===== src/rtl/vidBusSharePkg.sv =====
package vidBusSharePkg;

  typedef enum logic [1:0] {
    ST_IDLE = 2'd0,
    ST_WAIT = 2'd1,
    ST_SHOW = 2'd2
  } shareState_t;

  typedef struct packed {
    logic setReq;
    logic clrReq;
    logic setGrant;
    logic clrGrant;
  } shareStrobe_t;

endpackage


===== src/rtl/vidBusShareDp.sv =====
module vidBusShareDp
  import vidBusSharePkg::*;
(
  input  logic         clk,
  input  logic         rstN,
  input  logic         visActive,
  input  logic         busAck,
  input  shareStrobe_t strobe,
  output logic         frameRise,
  output logic         busReq,
  output logic         dispGrant
);

  logic visPrev;
  logic reqQ;
  logic grantQ;

  always_ff @(posedge clk) begin
    if (!rstN) begin
      visPrev <= 1'b0;
      reqQ    <= 1'b0;
      grantQ  <= 1'b0;
    end else begin
      visPrev <= visActive;
      if (strobe.clrReq)        reqQ <= 1'b0;
      else if (strobe.setReq)   reqQ <= 1'b1;
      if (strobe.clrGrant)      grantQ <= 1'b0;
      else if (strobe.setGrant) grantQ <= 1'b1;
    end
  end

  assign frameRise = visActive & ~visPrev;
  assign busReq    = reqQ;
  // the display owns the bus only while the processor still acknowledges
  assign dispGrant = grantQ & reqQ & busAck;

endmodule


===== src/rtl/vidBusShareCtrl.sv =====
module vidBusShareCtrl
  import vidBusSharePkg::*;
(
  input  logic         clk,
  input  logic         rstN,
  input  logic         frameRise,
  input  logic         visActive,
  input  logic         screenEn,
  input  logic         busAck,
  output shareStrobe_t strobe
);

  shareState_t state;
  shareState_t stateNext;

  always_ff @(posedge clk) begin
    if (!rstN) state <= ST_IDLE;
    else       state <= stateNext;
  end

  always_comb begin
    stateNext = state;
    strobe    = '0;
    unique case (state)
      ST_IDLE: begin
        // screen enable is only consulted at the frame boundary
        if (frameRise && screenEn) begin
          stateNext     = ST_WAIT;
          strobe.setReq = 1'b1;
        end
      end
      ST_WAIT: begin
        if (!visActive) begin
          // acknowledge never came: abandon this frame's fetch
          stateNext     = ST_IDLE;
          strobe.clrReq = 1'b1;
        end else if (busAck) begin
          stateNext       = ST_SHOW;
          strobe.setGrant = 1'b1;
        end
      end
      ST_SHOW: begin
        if (!visActive) begin
          stateNext       = ST_IDLE;
          strobe.clrReq   = 1'b1;
          strobe.clrGrant = 1'b1;
        end
      end
      default: begin
        stateNext       = ST_IDLE;
        strobe.clrReq   = 1'b1;
        strobe.clrGrant = 1'b1;
      end
    endcase
  end

endmodule


===== src/rtl/vidBusShare.sv =====
module vidBusShare
  import vidBusSharePkg::*;
(
  input  logic clk,
  input  logic rstN,
  input  logic visActive,
  input  logic screenEn,
  input  logic busAck,
  output logic busReq,
  output logic dispGrant
);

  shareStrobe_t strobe;
  logic         frameRise;

  vidBusShareCtrl ctrl (
    .clk      (clk),
    .rstN     (rstN),
    .frameRise(frameRise),
    .visActive(visActive),
    .screenEn (screenEn),
    .busAck   (busAck),
    .strobe   (strobe)
  );

  vidBusShareDp dp (
    .clk      (clk),
    .rstN     (rstN),
    .visActive(visActive),
    .busAck   (busAck),
    .strobe   (strobe),
    .frameRise(frameRise),
    .busReq   (busReq),
    .dispGrant(dispGrant)
  );

endmodule


===== config.mk =====
export PLATFORM = sky130hd
export DESIGN_NAME = vidBusShare
export DESIGN_NICKNAME = d
export VERILOG_FILES = /design/src/rtl/vidBusSharePkg.sv /design/src/rtl/vidBusShareDp.sv /design/src/rtl/vidBusShareCtrl.sv /design/src/rtl/vidBusShare.sv
export SDC_FILE = /design/constraint.sdc
export NUM_CORES = 1
export LEC_CHECK = 0
export BUFFER_PORTS_ARGS = -buffer_cell sky130_fd_sc_hd__clkbuf_2
export CORE_AREA = 4 4 41 43
export DETAILED_ROUTE_END_ITERATION = 7
export DIE_AREA = 0 0 45 47
export PLACE_DENSITY = 0.49
export RECOVER_POWER = 50
export SLEW_MARGIN = 5
export SYNTH_ARGS = -nofsm -noshare
export SYNTH_HDL_FRONTEND = slang
export SYNTH_SLANG_ARGS = --single-unit

===== constraint.sdc =====
create_clock -name clk -period 3 [get_ports clk]
set_input_delay 0.45 -clock clk [delete_from_list [all_inputs] [get_ports clk]]
set_output_delay 0.45 -clock clk [all_outputs]
set_load 0.005 [all_outputs]

* Yosys cells after proc, flatten, opt, wreduce, memory -nomap -nowiden
Cells that the tools add are included.
Word-level totals: bits in registers 5, logic and storage cells 34
Operators by class: equality and inequality tests 5, muxes and demuxes 13, bitwise logic cells 5, reduce and logical (&&, ||, !) cells 7
Operators with widths (number):
- $mux 2 | 4
- $reduce_or 2->1 | 4
- $mux 1 | 6
- $pmux 2 s3 | 1
- $pmux 1 s2 | 2
- $and 1x1->1 | 3
- $ne 3x3->1 const B | 1
- $reduce_and 3->1 | 1
- $eq 2x1->1 const B | 1
- $eq 2x2->1 const B | 1
- $logic_not 2->1 | 1
- $ne 2x1->1 const B | 1
- $ne 2x2->1 const B | 1
- $not 1->1 | 2
- $logic_and 1x1->1 | 1

* Depth between registers and ports, before layout
Gate-level depths: netlist (run 1).
depth in word-level cells 5, mapped depth 5, depth with buffers taken out 5

* Cells and area by module
Synthesis (run 1) repeated with hierarchy kept, for this count alone.
Unflattened totals: cell total of the unflattened synthesis 36, area, all modules 325.3 um2
Modules (own cells, without submodules):
- vidBusShareCtrl | instances 1, cells each 26, area an instance 212.7 um2
- vidBusShareDp | instances 1, cells each 10, area an instance 112.6 um2

* Worst setup path after synthesis (run 1)
Ideal clock, no wire load.
path type register to register, start point register ctrl.state[1], end point register ctrl.state[1], arrival time 1159 ps, data required time 2884 ps, path slack 1725 ps, cell stages (with the launch flop) 6, path buffers 0, clock period less this slack 1275 ps, path through dfxtp_1 inv_1 ha_1 and2_2 a211o_2 o211a_1
Between the ends: cells in the longest elaborated chain, start to end 3
RTL lines:
- from (decl) | RTL line vidBusShareCtrl.sv:13 | shareState_t state;
- from (signal assigned) | RTL line vidBusShareCtrl.sv:18 | else state <= stateNext;
- $eq 2x1->1 (tied with other cells) | RTL line vidBusShareCtrl.sv:24 | unique case (state)
- $ne 3x3->1 (no line) (tied with other cells)
- $reduce_and 3->1 (no line)
Several ways; a longest one is shown, not always the timed one. A chain may end at the register's enable or synchronous reset.

* Worst setup path in the final report (run 1)
Ends and elaborated chain as after synthesis.

==> key figures, run 1 <==
Synthesis
  • Synthesized area: about 310 um^2
  • Yosys reg bits: 5
  • Sequential-to-total area share from yosys stat: 0.328
  • Syn Nets: 39
  • Count of cell types in the netlist: 17
  • Syn_area_per_cell: 9.85 um^2
  • Syn Inst Count: 31
  • Syn. warnings: 0

Global route
  • Largest net degree at the start of global routing: 8
  • Initial antenna violation count: 0
  • Global-route wire length before repair: roughly 990 um
  • Vias in the first global route: 250
  • Overflow left after global routing: 0
  • Global router's overall resource usage: 0.0696

STA
  • Setup TNS: 0 ns
  • Post-layout min period: between 1 and 1.5 ns
  • Final Max Slew Viols: 0
  • Clock skew: 0.00105 ns
  • Unrepaired setup endpoints after global routing: false
  • Final hold slack: between 0.4 and 0.5 ns
  • Slew @ Worst Pin: between 0.2 and 0.3 ns
  • Max Freq: approximately 0.75 GHz
  • Slew margin rel.: 0.830
  • Final period util: 0.447
  • Hold Vio Cnt, Final: 0
  • Setup-failing EPs final: 0

Critical path
  • Crit end category: flip-flop
  • Crit path cell chain: inv_1, ha_1, and2_2, a211o_2, o211a_1
  • Largest stage delay, worst path: approximately 0.35 ns
  • Crit Path Max Fanout: 3
  • Setup Crit Path Kind: flip-flop to flip-flop
  • Req. time, crit path: 3.13 ns
  • Critical Path Source Type: flip-flop
  • CP Data Arrival Time: 1.47 ns
  • Slowest CP cell: dfxtp_1

Floorplan
  • Core Box Area: about 0.0013 mm^2
  • Die area: around 0.0021 mm^2
  • Die H: 47 um
  • Starting density of the core: 0.235
  • Die X: 45 um
  • # rows: 13
  • Ports: 7

Route
  • Post-route DRC: 0
  • Post-DR vias/cell: 4.61
  • Initial drt markers: 0
  • Antenna Nets Post-Route: 0
  • Per-cell routed wire length: 10.0 um
  • Routed wire length: 562 um
  • Total iterations of the first detailed-routing run: 1
  • Via count: approximately 260

Power and ir drop
  • LEAKAGE: just under 0.2 nW
  • Max rail drop VDD: between 0.0002 and 0.0003 V
  • Power Dens Cells: 791 mW/mm^2
  • Total power draw: ~0.0003 W

Place
  • Placed instance area: about 350 um^2
  • Port bufs: 6
  • Routability cong.: between 0.6 and 0.7
  • Placed cells: 52

Layout
  • Area Overhead vs Synth: 24.2%
  • Most frequent cells in the layout: 5 x dfxtp_1, 5 x clkbuf_2
  • Nets@finish: 50
  • Share of layout cells above drive strength 1: 0.366
  • Non-filler cells in the finished layout: 56
  • Diodes inserted: 0
  • Finished Cell Area: roughly 380 um^2

Clock tree
  • Clk pin slew, worst setup/hold paths: roughly 0.04 ns
  • Clk_lat worst skew: 0.24 ns
  • Hold-fix buffers at CTS: 0
  • Total setup buffers inserted after CTS: 0
  • Post-CTS sizing: 0
  • Clock buffer count from CTS: 3
  • CTS root buffer: clkbuf_4
  • Max Buffers Root-to-Sink: 2
  • TritonCTS clock tree: done
  • Number of H-tree levels: 1
  • Clock sink count: 5

Outcome
  • Outcome: finished, final reports clean

Run
  • Max Cap Viol: 0

Hold path
  • Min-Delay Path Class: flip-flop to flip-flop
[synth_stat cells]
cell | number | share of area
a21o_1 | 1 | 0.025
mux2i_1 | 1 | 0.033
o211a_1 | 2 | 0.066
nand3b_2 | 1 | 0.037
a221oi_2 | 1 | 0.049
a211oi_1 | 1 | 0.025
inv_1 | 3 | 0.037
a211o_2 | 1 | 0.033
dfxtp_1 | 5 | 0.33
ha_1 | 3 | 0.12
and2_2 | 3 | 0.074
and3_1 | 1 | 0.021
nand4b_1 | 1 | 0.029
a21boi_0 | 1 | 0.025
nor2_1 | 2 | 0.025
nand2_1 | 3 | 0.037
mux2_2 | 1 | 0.037
[worst paths after layout]
check | start | endpoint | slack (ns) | depth (start not counted)
worst max-delay path | ctrl.state[1] | ctrl.state[1] | 1.66 | 5
worst min register to register | dp.busReq | dp.busReq | 0.48 | 2
worst max register to register | ctrl.state[1] | ctrl.state[1] | 1.66 | 5
worst min-delay path | dp.busReq | dp.busReq | 0.48 | 2
[registers in the layout (all words and copies together) (netlist names)]
register / count
ctrl.state: 2
dp.busReq: 1
dp.grantQ: 1
dp.visPrev: 1
[cells by family (layout without fill, tap and decap cells)]
| group | after synthesis | count (layout) | synth area share |
|---|---|---|---|
| compound gates | 7 | 7 | 0.221 |
| fa+ha+maj | 3 | 3 | 0.123 |
| buf+inv | 3 | 13 | 0.0369 |
| flops | 5 | 5 | 0.328 |
| mux | 2 | 2 | 0.0697 |
| simple gates | 11 | 11 | 0.221 |
[worst max-delay path: cells and delay by family (launching register included)]
family,cells,cell delay [ns]
AND/OR/NAND/NOR,1,0.21
flip-flops,1,0.35
adder cells (fa/ha/maj),1,0.18
buffers and inverters,1,0.07
AO/OA/AOI/OAI,2,0.42
[power by group]
part | switching (W) | leakage (nW) | internal [W]
clock network | 0.0000255 | 0.0150 | 0.0000501
registers | 0.0000103 | 0.0411 | 0.0000818
logic | 0.0000627 | 0.140 | 0.0000697
[layout make-up]
cell class	instances	area, um^2
multi-input cells	23	194
repair buffers	6	28.8
inverters	3	11.3
clock buffers	4	26.3
flip-flops and latches	5	100
well taps	15	18.8
fillers	157	922
[per-stage QoR]
| step | util | setup slack [ns] |
|---|---|---|
| floorplan | - | 1.72 |
| global placement | 0.272 | 1.65 |
| detailed placement | 0.272 | 1.63 |
| CTS | 0.292 | 1.62 |
| global route | 0.291 | 1.52 |
| finish | 0.291 | 1.66 |
[layer usage]
| layer | global-route usage | vias to the layer above | share of wire |
|---|---|---|---|
| met2 | 0.105 | 5 | 0.48 |
| met1 | 0.0753 | 119 | 0.48 |
| met5 | 0 | - | 0 |
| met4 | 0.0526 | 0 | 0.0071 |
| li1 | - | 132 | - |
| met3 | 0.0345 | 2 | 0.032 |
(Power assumes the default switching activity.)
==> inputs of run 2 (changes only) <==
ABC_AREA = 1   (was unset)
PLACE_DENSITY = 0.47   (was 0.49)
clock period = 1.35 ns   (was 3 ns; I/O delays follow)
==> key figures, run 2 <==
Outcome
  • Outcome: finished, final reports clean

Clock tree
  • Number of H-tree levels: 1
  • Clk_lat worst skew: ~0.24 ns
  • Max Buffers Root-to-Sink: 2
  • Total setup buffers inserted after CTS: 0
  • CTS root buffer: clkbuf_4
  • TritonCTS clock tree: done
  • Clock buffer count from CTS: 3
  • Clk pin slew, worst setup/hold paths: around 0.04 ns
  • Clock sink count: 5
  • Post-CTS sizing: 0
  • Hold-fix buffers at CTS: 0

Critical path
  • Setup Crit Path Kind: flip-flop to primary output
  • Crit path from: dp.busReq
  • R2R cell count: 6
  • Crit end category: primary output
  • CP Data Arrival Time: 0.91 ns
  • Critical Path Source Type: flip-flop
  • Crit Path Max Fanout: 2
  • Worst r2r src: ctrl.state[0]
  • Req. time, crit path: 1.15 ns

Power and ir drop
  • LEAKAGE: 0.176 nW
  • Max rail drop VDD: 0.000630 V
  • Power Dens Cells: about 1200 mW/mm^2
  • Total power draw: between 0.0004 and 0.0005 W

Synthesis
  • Post-synthesis compound-gate area fraction: 0.105
  • Post-synth top area share: 0.349
  • Syn Inst Count: 40
  • Prevailing post-synth register cell: dfxtp_1
  • Sequential-to-total area share from yosys stat: 0.349
  • Yosys reg bits: 5
  • Most numerous cell in the Yosys netlist: inv_1
  • FFs w/ async S/R, synth: 0
  • Syn. warnings: 0
  • Syn Nets: 48
  • Post-synthesis simple-gate area fraction: 0.297
  • Syn_area_per_cell: about 7.2 um^2
  • Largest family of logic cells by synthesized area: simple AND/OR/NAND/NOR gates
  • Most common library cells after synthesis: 9 x inv_1, 8 x nand2_1, 5 x dfxtp_1
  • Synth area leaders: dfxtp_1 35%, ha_1 13%, inv_1 12%
  • Synthesized area: roughly 290 um^2
  • Count of cell types in the netlist: 14
  • Post-synthesis xor/xnor area fraction: 0
  • Post-synthesis adder-cell area fraction: 0.131
  • Number of synthesized flops with an enable pin: 0
  • Post-synthesis mux area share: 0
  • Area leader, netlist: dfxtp_1

Route
  • Per-cell routed wire length: 9.03 um
  • Via count: between 200 and 300
  • Antenna Nets Post-Route: 0
  • Total iterations of the first detailed-routing run: 4
  • Initial drt markers: 8
  • Post-DR vias/cell: around 4.2
  • Post-route DRC: 0
  • Routed wire length: just under 600 um

Global route
  • Global-route wire length before repair: approximately 1100 um
  • Largest net degree at the start of global routing: 8
  • Global router's overall resource usage: 0.0759
  • Initial antenna violation count: 0
  • Vias in the first global route: around 270
  • Overflow left after global routing: 0

Floorplan
  • Core Box Area: around 0.0013 mm^2
  • Die area: about 0.0021 mm^2
  • Die H: around 47 um
  • Starting density of the core: 0.220
  • # rows: 13
  • Die X: 45 um
  • Ports: 7

Hold path
  • Hold Crit Start: rstN
  • Min-Delay Path Class: input port to flip-flop
  • Hold path cells: 3

STA
  • Hold Vio Cnt, Final: 0
  • Final period util: 0.826
  • Final Max Slew Viols: 0
  • Setup TNS: 0 ns
  • Post-layout min period: approximately 1.1 ns
  • Worst setup margin: 0.235 ns
  • Max Freq: ~0.90 GHz
  • Unrepaired setup endpoints after global routing: false
  • Clock skew: 0.000841 ns
  • Setup-failing EPs final: 0
  • Slew margin rel.: 0.817
  • Final hold slack: ~0.22 ns
  • Slew @ Worst Pin: ~0.27 ns

Layout
  • Most frequent cells in the layout: 9 x inv_1, 8 x nand2_1, 5 x dfxtp_1, 5 x clkbuf_2
  • Reg with most FFs: ctrl.state
  • Area Overhead vs Synth: 25.8%
  • Max reg flops: 2
  • Share of layout cells above drive strength 1: 0.180
  • Most common cell after layout, fill and taps aside: inv_1
  • Diodes inserted: 0
  • Finished Core Util: 0.277
  • Nets@finish: 59

Run
  • Max Cap Viol: 0

Place
  • DP Worst Slack: ~0.25 ns
  • Port bufs: 6
  • DP Wirelength: about 470 um
  • Routability cong.: roughly 0.71
-- run 2: cell count changes after synthesis, sizes merged, moves of 2 or more --
| cell | delta |
|---|---|
| o211a | -2 |
| nand3 | +4 |
| inv | +6 |
| a21oi | +2 |
| and2 | -3 |
| nand2 | +5 |
-- run 2: path summary, 6_finish.rpt --
kind | endpoint | slack [ns]
worst max-delay path | dispGrant | 0.24
worst min-delay path | ctrl.state[1] | 0.22
worst max register to register | ctrl.state[0] | 0.25
worst min register to register | ctrl.state[1] | 0.48
-- run 2: final cells by class --
type                       instances  area (um^2)
fill                             162          941
clock buffer                       4         26.3
multi-input combinational         26          153
inverter                           9         33.8
tap                               15         18.8
sequential                         5          100
timing repair buffer               6         28.8
-- run 2: cells by family after synthesis --
group	count (synthesis)
AOI/OAI and AO/OA	5
adders and majority gates	3
buffers and inverters	9
DFF	5
and+or+nand+nor	18
-- run 2: layer usage --
metal	vias up	global-route usage	wire (um)
li1	147	-	-
met1	114	0.0913	300
met2	11	0.0989	219
met3	0	0.0575	67
met4	0	0.0351	0
met5	-	0	0
-- run 2: metrics by stage --
stage,area [um^2],instances
floorplan,287,40
global placement,335,61
detailed placement,335,61
CTS,362,65
global route,360,65
finish,360,65
-- run 2: worst max-delay path, stage by stage, from the launching register on --
cell      delay [ns]
dfxtp_1         0.32
inv_1           0.06
nor3_1          0.16
clkbuf_2        0.14
-- run 2: where the power goes --
| group | internal [W] | switching, W |
|---|---|---|
| clock network | 0.000112 | 0.0000639 |
| logic | 0.0000381 | 0.0000586 |
| registers | 0.000161 | 0.00000531 |
| total | 0.000311 | 0.000128 |
==> inputs of run 3 (changes only) <==
PLACE_DENSITY = 0.48   (was 0.47)
clock period = 1 ns   (was 1.35 ns; I/O delays follow)
==> key figures, run 3 (synthesized netlist as in run 2, its figures left out) <==
Run
  • Max Cap Viol: 0

Route
  • Antenna Nets Post-Route: 0
  • Via count: slightly below 300
  • Post-DR vias/cell: 4.19
  • Post-route DRC: 0
  • Initial drt markers: 2
  • Per-cell routed wire length: a little over 10 um
  • Routed wire length: 712 um
  • Total iterations of the first detailed-routing run: 4

Critical path
  • Critical Path Source Type: flip-flop
  • Worst r2r src: ctrl.state[1]
  • Req. time, crit path: around 1.2 ns
  • Crit path from: ctrl.state[1]
  • Crit end category: flip-flop
  • Crit Path Max Fanout: 3
  • CP Data Arrival Time: between 1 and 1.5 ns
  • Setup Crit Path Kind: flip-flop to flip-flop

Place
  • Placed cells: 63
  • Placed instance area: roughly 350 um^2
  • DP Worst Slack: -0.0923 ns
  • DP Wirelength: between 400 and 500 um
  • Port bufs: 6
  • Routability cong.: 0.738

Layout
  • Share of layout cells above drive strength 1: 0.593
  • Most frequent cells in the layout: 6 x nand2_1, 5 x inv_1, 5 x clkbuf_2
  • Finished Cell Area: about 470 um^2
  • Non-filler cells in the finished layout: 69
  • Area Overhead vs Synth: 65.1%
  • Fillers: 145
  • Diodes inserted: 0
  • Nets@finish: 63
  • Max reg flops: 2
  • Reg with most FFs: ctrl.state
  • Most common cell after layout, fill and taps aside: nand2_1

Clock tree
  • CTS root buffer: clkbuf_4
  • Clock sink count: 5
  • Number of H-tree levels: 1
  • Max Buffers Root-to-Sink: 2
  • Clk pin slew, worst setup/hold paths: 0.04 ns
  • Clock buffer count from CTS: 3
  • Hold-fix buffers at CTS: 0
  • TritonCTS clock tree: done
  • Clk_lat worst skew: roughly 0.24 ns

Floorplan
  • # rows: 13
  • Starting density of the core: 0.220
  • Core Box Area: ~0.0013 mm^2
  • Die area: between 0.002 and 0.0025 mm^2
  • Die H: between 40 and 50 um
  • Die X: roughly 45 um
  • Ports: 7

STA
  • Setup TNS: -0.108 ns
  • Max Freq: 0.956 GHz
  • Final period util: 1.05
  • Worst setup margin: -0.0455 ns
  • Post-layout min period: 1.05 ns
  • Slew margin rel.: 0.880
  • Clock skew: 0.000993 ns
  • Slew @ Worst Pin: ~0.18 ns
  • Setup-failing EPs final: 5
  • Unrepaired setup endpoints after global routing: true
  • Hold Vio Cnt, Final: 0
  • Final Max Slew Viols: 0

Outcome
  • Failing checks: setup timing
  • Outcome: finished with violations

Global route
  • Largest net degree at the start of global routing: 8
  • Initial antenna violation count: 0
  • Vias in the first global route: approximately 270
  • Global-route wire length before repair: ~1100 um
  • Overflow left after global routing: 0
  • Global router's overall resource usage: 0.0750

Power and ir drop
  • Max rail drop VDD: between 0.0008 and 0.0009 V
  • LEAKAGE: ~0.21 nW
  • Total power draw: between 0.0006 and 0.0007 W
  • Power Dens Cells: roughly 1500 mW/mm^2

Hold path
  • Min-Delay Path Class: input port to flip-flop
  • Hold Crit Start: rstN
[run 3: critical path, cell delays in order (launching register included)]
cell and delay (ns):
dfxtp_4 0.36, inv_4 0.07, ha_4 0.15, nand3_2 0.08, nand3b_1 0.20, a21oi_2 0.12
[run 3: layer usage]
metal  wire [um]  up-vias  track usage
met3          71        0       0.0575
li1            -      156            -
met4           0        0       0.0351
met2         353        9        0.110
met1         287      124       0.0795
met5           0        -            0
[run 3: cell type report]
cell class / instances / area, um^2 / share of cell area
clock buffer: 4 / 26.3 / 0.0556
inverter: 9 / 38.8 / 0.0820
sequential: 5 / 110 / 0.233
tap: 15 / 18.8 / 0.0397
timing repair buffer: 10 / 60.1 / 0.127
multi-input combinational: 26 / 219 / 0.463
[run 3: through the flow]
stage	util	hold slack [ns]
finish	0.363	0.171
global route	0.363	0.181
CTS	0.357	0.165
detailed placement	0.271	0.432
global placement	0.271	0.418
floorplan	-	0.243
[run 3: path summary, 6_finish.rpt]
kind | to | slack [ns] | cells after the start
hold reg to reg | dp.grantQ | 0.52 | 4
hold / removal | ctrl.state[0] | 0.17 | 3
setup reg to reg | ctrl.state[1] | -0.05 | 5
setup / recovery | ctrl.state[1] | -0.05 | 5
[run 3: repair_timing]
| action | CTS | global route |
|---|---|---|
| pin swaps | 7 | 4 |
| setup endpoints to repair | 5 | 5 |
| resized for setup | 22 | 4 |
| setup buffers | 2 | 0 |
[run 3: report_power, final]
part	switching (W)	total, W	leakage [nW]	internal (W)
clock	0.0000840	0.000235	0.0150	0.000151
combinational	0.000113	0.000224	0.148	0.000110
sequential	0.0000163	0.000237	0.0433	0.000220
